--- src/rtl/flat_lane_mem.sv ---
module flat_lane_mem #(
  parameter int RIDX = 8,
  parameter int NWIN = 2,
  parameter logic [NWIN*64-1:0] WIN_BASE = {64'hFFFF_FFFF_FFFF_FF00, 64'h0000_0000_0000_1000},
  parameter logic [NWIN*64-1:0] WIN_SIZE = {64'h100, 64'h100}
) (
  input  logic            clk,
  input  logic            rst_n,
  input  logic            op_valid,
  output logic            op_ready,
  input  logic [4:0]      op_code,
  input  logic [6:0]      op_sreg,
  input  logic [63:0]     op_sbase,
  input  logic [RIDX-1:0] op_areg,
  input  logic [RIDX-1:0] op_dreg,
  input  logic [12:0]     op_off,
  output logic            done,
  output logic            err,
  output logic [RIDX-1:0] rf_raddr,
  input  logic [31:0]     rf_rdata,
  output logic            rf_we,
  output logic [RIDX-1:0] rf_waddr,
  output logic [31:0]     rf_wdata,
  output logic            mem_req,
  output logic            mem_we,
  output logic [63:0]     mem_addr,
  output logic [1:0]      mem_size,
  output logic [31:0]     mem_wdata,
  input  logic [31:0]     mem_rdata
);
  localparam logic [6:0] NULL_BASE = 7'h7F;

  typedef enum logic [2:0] {S_IDLE, S_ALO, S_AHI, S_MEM, S_RSP, S_FIN} st_t;

  function automatic logic legal(input logic [4:0] c);
    return c inside {[5'd0:5'd9], [5'd12:5'd18], [5'd20:5'd22], 5'd24, 5'd25};
  endfunction

  st_t             st;
  logic [4:0]      code_q;
  logic            null_q, err_q, inwin_q;
  logic [63:0]     sbase_q, addr_q;
  logic [RIDX-1:0] areg_q, dreg_q;
  logic [12:0]     off_q;
  logic [31:0]     lo_q;
  logic [1:0]      beat_q;

  logic wide, is_st, d16, hi, sgn, inwin;
  logic [1:0]  sz, last;
  logic [63:0] off64, baddr;
  logic [64:0] bend;
  logic [31:0] rd, src;
  logic [15:0] ld16;

  assign wide  = (code_q[4:2] == 3'b001) || (code_q[4:2] == 3'b011);
  assign is_st = code_q inside {5'd8, 5'd9, [5'd12:5'd15], 5'd24, 5'd25};
  assign d16   = code_q[4] && !code_q[3];
  assign hi    = d16 ? code_q[2] : (code_q[4:3] == 2'b11);
  assign sgn   = !is_st && !wide && code_q[0];
  assign sz    = wide ? 2'd2 : {1'b0, is_st ? code_q[0] : code_q[1]};
  assign last  = wide ? code_q[1:0] : 2'd0;

  assign off64 = {{51{off_q[12]}}, off_q};
  assign baddr = addr_q + {60'd0, beat_q, 2'b00};
  assign bend  = {1'b0, baddr} + (65'd1 << sz);

  always_comb begin
    inwin = 1'b0;
    for (int i = 0; i < NWIN; i++)
      if (baddr >= WIN_BASE[i*64 +: 64] &&
          bend <= {1'b0, WIN_BASE[i*64 +: 64]} + {1'b0, WIN_SIZE[i*64 +: 64]})
        inwin = 1'b1;
  end

  always_ff @(posedge clk or negedge rst_n) begin
    if (!rst_n) begin
      st <= S_IDLE; code_q <= '0; null_q <= 1'b0; err_q <= 1'b0; inwin_q <= 1'b0;
      sbase_q <= '0; addr_q <= '0; areg_q <= '0; dreg_q <= '0; off_q <= '0;
      lo_q <= '0; beat_q <= '0;
    end else begin
      case (st)
        S_IDLE: if (op_valid) begin
          code_q  <= op_code;
          null_q  <= (op_sreg == NULL_BASE);
          sbase_q <= op_sbase;
          areg_q  <= op_areg;
          dreg_q  <= op_dreg;
          off_q   <= op_off;
          beat_q  <= '0;
          err_q   <= !legal(op_code);
          st      <= legal(op_code) ? S_ALO : S_FIN;
        end
        S_ALO: if (null_q) begin
          lo_q <= rf_rdata;
          st   <= S_AHI;
        end else begin
          addr_q <= sbase_q + {32'd0, rf_rdata} + off64;
          st     <= S_MEM;
        end
        S_AHI: begin
          addr_q <= {rf_rdata, lo_q} + off64;
          st     <= S_MEM;
        end
        S_MEM: begin
          inwin_q <= inwin;
          if (!is_st) st <= S_RSP;
          else if (beat_q == last) st <= S_FIN;
          else beat_q <= beat_q + 2'd1;
        end
        S_RSP: if (beat_q == last) st <= S_FIN;
               else begin beat_q <= beat_q + 2'd1; st <= S_MEM; end
        S_FIN: st <= S_IDLE;
        default: st <= S_IDLE;
      endcase
    end
  end

  assign op_ready = (st == S_IDLE);
  assign done     = (st == S_FIN);
  assign err      = done && err_q;

  always_comb begin
    case (st)
      S_ALO:   rf_raddr = areg_q;
      S_AHI:   rf_raddr = areg_q + RIDX'(1);
      default: rf_raddr = dreg_q + RIDX'(beat_q);
    endcase
  end

  assign src       = hi ? {16'd0, rf_rdata[31:16]} : rf_rdata;
  assign mem_req   = (st == S_MEM) && inwin;
  assign mem_we    = is_st;
  assign mem_addr  = baddr;
  assign mem_size  = sz;
  assign mem_wdata = (sz == 2'd0) ? {24'd0, src[7:0]} :
                     (sz == 2'd1) ? {16'd0, src[15:0]} : src;

  assign rd   = inwin_q ? mem_rdata : 32'd0;
  assign ld16 = (sz == 2'd1) ? rd[15:0] : {{8{sgn & rd[7]}}, rd[7:0]};

  assign rf_we    = (st == S_RSP);
  assign rf_waddr = dreg_q + RIDX'(beat_q);
  assign rf_wdata = d16 ? (hi ? {ld16, rf_rdata[15:0]} : {rf_rdata[31:16], ld16}) :
                    wide ? rd :
                    (sz == 2'd1) ? {{16{sgn & rd[15]}}, rd[15:0]} :
                    {{24{sgn & rd[7]}}, rd[7:0]};

  a_r1_accept_drops_ready: assert property (@(posedge clk) disable iff (!rst_n)
    op_valid && op_ready |=> !op_ready);
  a_r1_done_then_ready: assert property (@(posedge clk) disable iff (!rst_n)
    done |=> op_ready && !done);
  a_r1_idle_quiet: assert property (@(posedge clk) disable iff (!rst_n)
    op_ready |-> !mem_req && !rf_we);
  a_r11_bad_op_done: assert property (@(posedge clk) disable iff (!rst_n)
    op_valid && op_ready && !legal(op_code) |=> done && err);
  a_r11_err_with_done: assert property (@(posedge clk) disable iff (!rst_n)
    err |-> done);
  a_r5_store_no_rf_write: assert property (@(posedge clk) disable iff (!rst_n)
    mem_req && mem_we |-> !rf_we);
endmodule

--- config.mk ---
export PLATFORM = sky130hd
export DESIGN_NAME = flat_lane_mem
export DESIGN_NICKNAME = d
export VERILOG_FILES = /design/src/rtl/flat_lane_mem.sv
export SDC_FILE = /design/constraint.sdc
export NUM_CORES = 1
export LEC_CHECK = 0
export CORE_AREA = 2 2 198 200
export CTS_CLUSTER_DIAMETER = 80
export DETAILED_ROUTE_END_ITERATION = 8
export DIE_AREA = 0 0 200 202
export PLACE_DENSITY = 0.87
export SYNTH_ARGS = -nofsm -noshare
export SYNTH_HDL_FRONTEND = slang
export SYNTH_SLANG_ARGS = --single-unit
--- constraint.sdc ---
create_clock -name clk -period 8.3 [get_ports clk]
set_clock_uncertainty 0.15 [all_clocks]
set_input_delay 1.66 -clock clk [delete_from_list [all_inputs] [get_ports clk]]
set_output_delay 1.66 -clock clk [all_outputs]
set_load 0.05 [all_outputs]
======== Yosys cells after proc, flatten, opt, wreduce, memory -nomap -nowiden ========
Cells that the tools add are included.
word-level totals
  bits in registers ....................... 202
  bits in latches ......................... 0
  bits in writable memories ............... 0
  ROM bits ................................ 0
  input port bits ......................... 172
  output and inout port bits .............. 152
  word-level logic and storage cells ...... 112
  memories ................................ 0
cells by class
  add/sub/neg operators ................... 8
  multipliers ............................. 0
  div/mod/pow operators ................... 0
  magnitude comparators ................... 12
  equality and inequality tests ........... 21
  shift operators ......................... 1
  mux-type cells .......................... 29
  bitwise logic cells ..................... 2
  reductions and logical operators ........ 27
operator list
  cell                    count
  $mux W32                8
  $add A64 B64 Y64        2
  $pmux W64 S2            1
  $add A64 B65 Y65        1
  $le A65 B13 Y1 const B  1
  $le A65 B65 Y1 const B  1
  $shl A1 B2 Y65 const A  1
  $add A64 B32 Y64        1
  $add A64 B4 Y64         1
  $ge A64 B13 Y1 const B  1
  $ge A64 B64 Y1 const B  1
  $mux W64                1
  $eq A5 B5 Y1 const B    4
  $mux W16                1
  $pmux W8 S2             1
  $mux W3                 5
  $pmux W3 S5             1
  $logic_and A1 B1 Y1     11
  $eq A5 B4 Y1 const B    2
  $ge A5 B4 Y1 const B    2
  $le A5 B4 Y1 const B    2
  $le A5 B5 Y1 const B    2
  $mux W2                 5
  $reduce_bool A5 Y1      2
  other kinds (25)        42

======== Depth between registers and ports, before layout ========
  word-level depth ........................ 12
  gate-level depth with buffers ........... 22

======== Worst setup path before layout ========
OpenSTA, ideal clock, no wires.
  kind .................................... flip-flop to output port
  start point ............................. register code_q[2]
  end point ............................... output port mem_req
  arrival ................................. 5.471 ns
  required time ........................... 6.490 ns
  path slack .............................. 1.019 ns
  stages on the path, launching flop included .. 20
  buffers on the path ..................... 1
  path through ............................ dfrtp_1 > clkbuf_1 > nor2_1 > o21ai_0 > mux2i_1 > nor2_1 > ha_1 > a21o_1 > a21oi_1 > nor2_1 > o2111ai_1 > or3b_2 > or4_4 > nor2_2 > nand4_1 > a22oi_1 > nand3_1 > nor4_1 > nand4_1 > nand2_1
between the ends
  word-level cells in the longest chain between the ends .. 12
RTL lines
  element                                              line  text
  start, declared                                      40    logic [4:0] code_q;
  start signal, assigned                               83    code_q <= op_code;
  $ge A5 B4 Y1 / $le A5 B4 Y1 (equally long branches)  56    assign is_st = code_q inside {5'd8, 5'd9, [5'd12:5'd15], 5'd24, 5'd25};
  $logic_and A1 B1 Y1                                  56
  $reduce_bool A5 Y1                                   56
  $mux W1                                              60    assign sz = wide ? 2'd2 : {1'b0, is_st ? code_q[0] : code_q[1]};
  $mux W2 (*)                                          60
  net mem_size[0]                                      27    output logic [1:0] mem_size,
  $shl A1 B2 Y65 (*)                                   65    assign bend = {1'b0, baddr} + (65'd1 << sz);
  $add A64 B65 Y65 (*)                                 65
  $le A65 B13 Y1                                       71    bend <= {1'b0, WIN_BASE[i*64 +: 64]} + {1'b0, WIN_SIZE[i*64 +: 64]})
  $logic_and A1 B1 Y1                                  70    if (baddr >= WIN_BASE[i*64 +: 64] &&
  $mux W1                                              70
  $mux W1 (*)                                          70
  $logic_and A1 B1 Y1 (*)                              131   assign mem_req = (st == S_MEM) && inwin;
  end, declared                                        24    output logic mem_req,
The timed path passes the listed nets; every way through them passes the cells marked *.

======== Worst setup path in the final report ========
  start point ............................. register beat_q[0]
  end point ............................... output port mem_req
between the ends
  word-level cells in the longest chain between the ends .. 7
RTL lines
  element                  line  text
  start, declared          46    logic [1:0] beat_q;
  start signal, assigned   108   else beat_q <= beat_q + 2'd1;
  $add A64 B4 Y64 (*)      64    assign baddr = addr_q + {60'd0, beat_q, 2'b00};
  $add A64 B65 Y65         65
  $le A65 B13 Y1           71
  $logic_and A1 B1 Y1      70
  $mux W1                  70
  $mux W1 (*)              70
  $logic_and A1 B1 Y1 (*)  131
Mark *: on every way between the ends. The rest lies on a longest branch, timed or not.

==> flow_summary.yaml <==
global_route:
  grt_pass1_wl_um: 119900
  grt_start_max_net_pins: 134
  grt_util_all_layers_pct: 38.23
  vias_in_the_first_global_route: 21007
  antenna_found_initial: 3
  grt.overflow.total: 0
routing:
  met1Wirelength_um: 32740
  drt_pass1_iterations: 6
  dr.max_layer_used: "met5"
  antenna_left: 0
  detail_route.drc_violations: 0
  met2RoutedLength_um: 34970
  vias_per_cell: 6.506
  route.vias.total: 22106
  met3_length_um: 7337
  detailedRoute.firstIterationViolations: 2169
  postRouteWirelength_um: 78510
  routedWlPerCell_um: 23.10
job:
  number_of_violations_of_the_max_capacitance_limit: 0
run_status:
  outcome: "finished clean"
sta:
  final.setup.tns_ns: 0
  final_hold_viol_count: 0
  maxClockFrequency_mhz: 126.1
  fin_crit_ns: 7.927
  drv_slew: 0
  setup_viol: 0
  worst-slew-pin-transition_ns: 1.274
  post-route-worst-setup-slack_ns: 0.3725
  slew_headroom_pct: 14.16
  post-route-period-util_pct: 95.51
critical_path:
  slowest_stage: "or4b_4"
  crit_path_max_incr_delay_ns: 0.63
  required_ns: 6.49
  setup.worst_path.end_class: "output pin"
  critical_path_class: "register to output pin"
  cp_data_arrival_time_ns: 6.12
  crit_path_max_fanout: 14
  worst_setup_path_start_kind: "register"
  timing.critical_path.cells: "ha_1, inv_1, fa_1, and4b_1, nand4_4, nor3_1, xor2_2, nand4_2, or3_1, or4b_4, nor2_2, nand3_2, mux2_4, o22ai_1, nand4_1, buf_4, nand2_1, buf_12"
die:
  boundaryPins: 324
  die_w_um: 200
  placeableCoreArea_sq_mm: 0.03829
  rows: 72
  floorplan.die.height_um: 202
  die_outline_area_sq_mm: 0.04040
  initial_core_util_pct: 56.57
final_layout:
  layout.cells.non_filler: 3398
  drive_gt1_share_pct: 10.28
  n_antenna_cell: 0
  fin_nets: 3236
  register_area_sq_mm: 0.005059
  syn_to_final_growth_pct: 21.34
  final_non_filler_cell_area_sq_mm: 0.02628
  final_cell_mix: "305 x clkdlybuf4s50_1, 245 x nand2_1, 240 x a21oi_1"
  leading_cell_type_in_the_layout_fill_and_taps_excluded: "clkdlybuf4s50_1"
  multiInputGateArea_sq_mm: 0.01571
  n_fill_cell: 3141
yosys:
  unique_masters_post_synth: 89
  ys.warnings.count: 0
  synth_cells: 2626
  synth_area_leaders: "dfrtp_1 23%, ha_1 9.5%, mux2_2 7.0%"
  synth-seq-cells: 202
  syn-cell-area_sq_mm: 0.02166
  synth.avg_cell_area_sq_um: 8.247
  post_synth_edffs: 0
  synth.top_cell.area_share_pct: 23.34
  yosys.area.top_type: "dfrtp_1"
  synthesis.nets: 2999
  synth.yosys.seq_area_share_pct: 23.34
  postSynth.topFlopCell: "dfrtp_1"
  synth-async-reset-ratio_pct: 100.0
clocking:
  clock_insertion_delay_worst_skew_ns: 0.56
  cts-buffers-inserted: 25
  numClockSinks: 202
  cts-root-to-sink-buffers: 3
  tritoncts: "built"
  clockRootBuffer: "clkbuf_16"
  htree_levels: 1
  clk_transition_reported_paths_ns: 0.06
placed_design:
  placed_cells_incl_taps: 3346
  pre_cts_ws_ns: 0.4051
  portBuffers: 323
  post_place_cell_area_sq_mm: 0.02529
  place_congestion: 0.9805
  detailed_place_hpwl_um: 60640
hold_path:
  timing.hold.worst.class: "register to register"
layout make-up:
type	instances	share of cell area [%]
inverters	86	1.243
repair buffers	358	13.96
flip-flops and latches	202	19.25
clock inverters	9	0.4952
multi-input cells	2190	59.79
clock buffers	35	2.790
well taps	518	2.466
metrics by stage:
stage	hold slack, ns	util (%)
floorplan	0.3349	-
global placement	0.3436	66.06
detailed placement	0.3509	66.06
CTS	0.3641	68.35
global route	0.3661	68.64
finish	0.3619	68.64
registers in the layout (all words and copies together), names as in the netlist:
| name | count |
|---|---|
| lo_q | 32 |
| err_q | 1 |
| sbase_q | 64 |
| code_q | 5 |
| areg_q | 8 |
| st | 3 |
| null_q | 1 |
| dreg_q | 8 |
| inwin_q | 1 |
| addr_q | 64 |
| beat_q | 2 |
| off_q | 13 |
worst paths after layout:
path	slack, ns	cells past startpoint	to	start
worst max-delay path	0.37	18	mem_req	beat_q[0]$_DFFE_PN0P_
worst min-delay path	0.36	1	lo_q[13]$_DFFE_PN0P_	lo_q[13]$_DFFE_PN0P_
worst max register to register	2.18	15	addr_q[63]$_DFFE_PN0P_	off_q[12]$_DFFE_PN0P_
worst min register to register	0.36	1	lo_q[13]$_DFFE_PN0P_	lo_q[13]$_DFFE_PN0P_
max in group asynchronous	5.30	2	addr_q[29]$_DFFE_PN0P_	rst_n
min in group asynchronous	1.16	1	sbase_q[9]$_DFFE_PN0P_	rst_n
routing by layer:
| metal | vias up | global-route usage (%) |
|---|---|---|
| li1 | 10162 | - |
| met1 | 10570 | 52.00 |
| met2 | 1169 | 60.22 |
| met3 | 201 | 7.025 |
| met4 | 4 | 14.81 |
| met5 | - | 0 |
cells by family after synthesis:
kind of cell	after synthesis	share of synthesized area, %
flip-flops	202	23.34
multiplexers	152	7.828
AO/OA/AOI/OAI	742	21.65
buffers and inverters	234	4.483
XOR/XNOR	189	7.747
AND/OR/NAND/NOR	906	22.05
adder cells (fa/ha/maj)	201	12.90
repair_timing:
action | 4_1_cts | 5_1_grt
gates resized for setup | 2 | 9
pin swaps | 0 | 4
setup buffers | 0 | 8
endpoints found under the setup margin | 1 | 1
gates cloned | 0 | 0
hold buffers | 0 | 0
cell usage after synthesis, types with 43 or more instances:
cell / instances
nand2_1: 245
a21oi_1: 240
dfrtp_1: 202
ha_1: 164
nor2_1: 159
o21ai_0: 141
mux2_2: 135
clkbuf_1: 107
xnor2_1: 99
xor2_1: 87
a21o_1: 85
inv_1: 85
nand3_1: 69
a211oi_1: 65
nand4_1: 64
nor3_1: 59
nor4_1: 57
and2_1: 43
worst max-delay path: cells and delay by family (launching register included):
| family | cells | cell delay (ns) |
|---|---|---|
| AOI/OAI and AO/OA | 1 | 0.16 |
| xor gates and xnor gates | 1 | 0.45 |
| adders and majority gates | 2 | 0.85 |
| and+or+nand+nor | 10 | 2.87 |
| muxes | 1 | 0.32 |
| DFF | 1 | 0.51 |
| buffers and inverters | 3 | 0.41 |
Power is left out: the tool's default activity adds up to more than one toggle a clock period on the data nets, which glitch-free logic cannot reach.
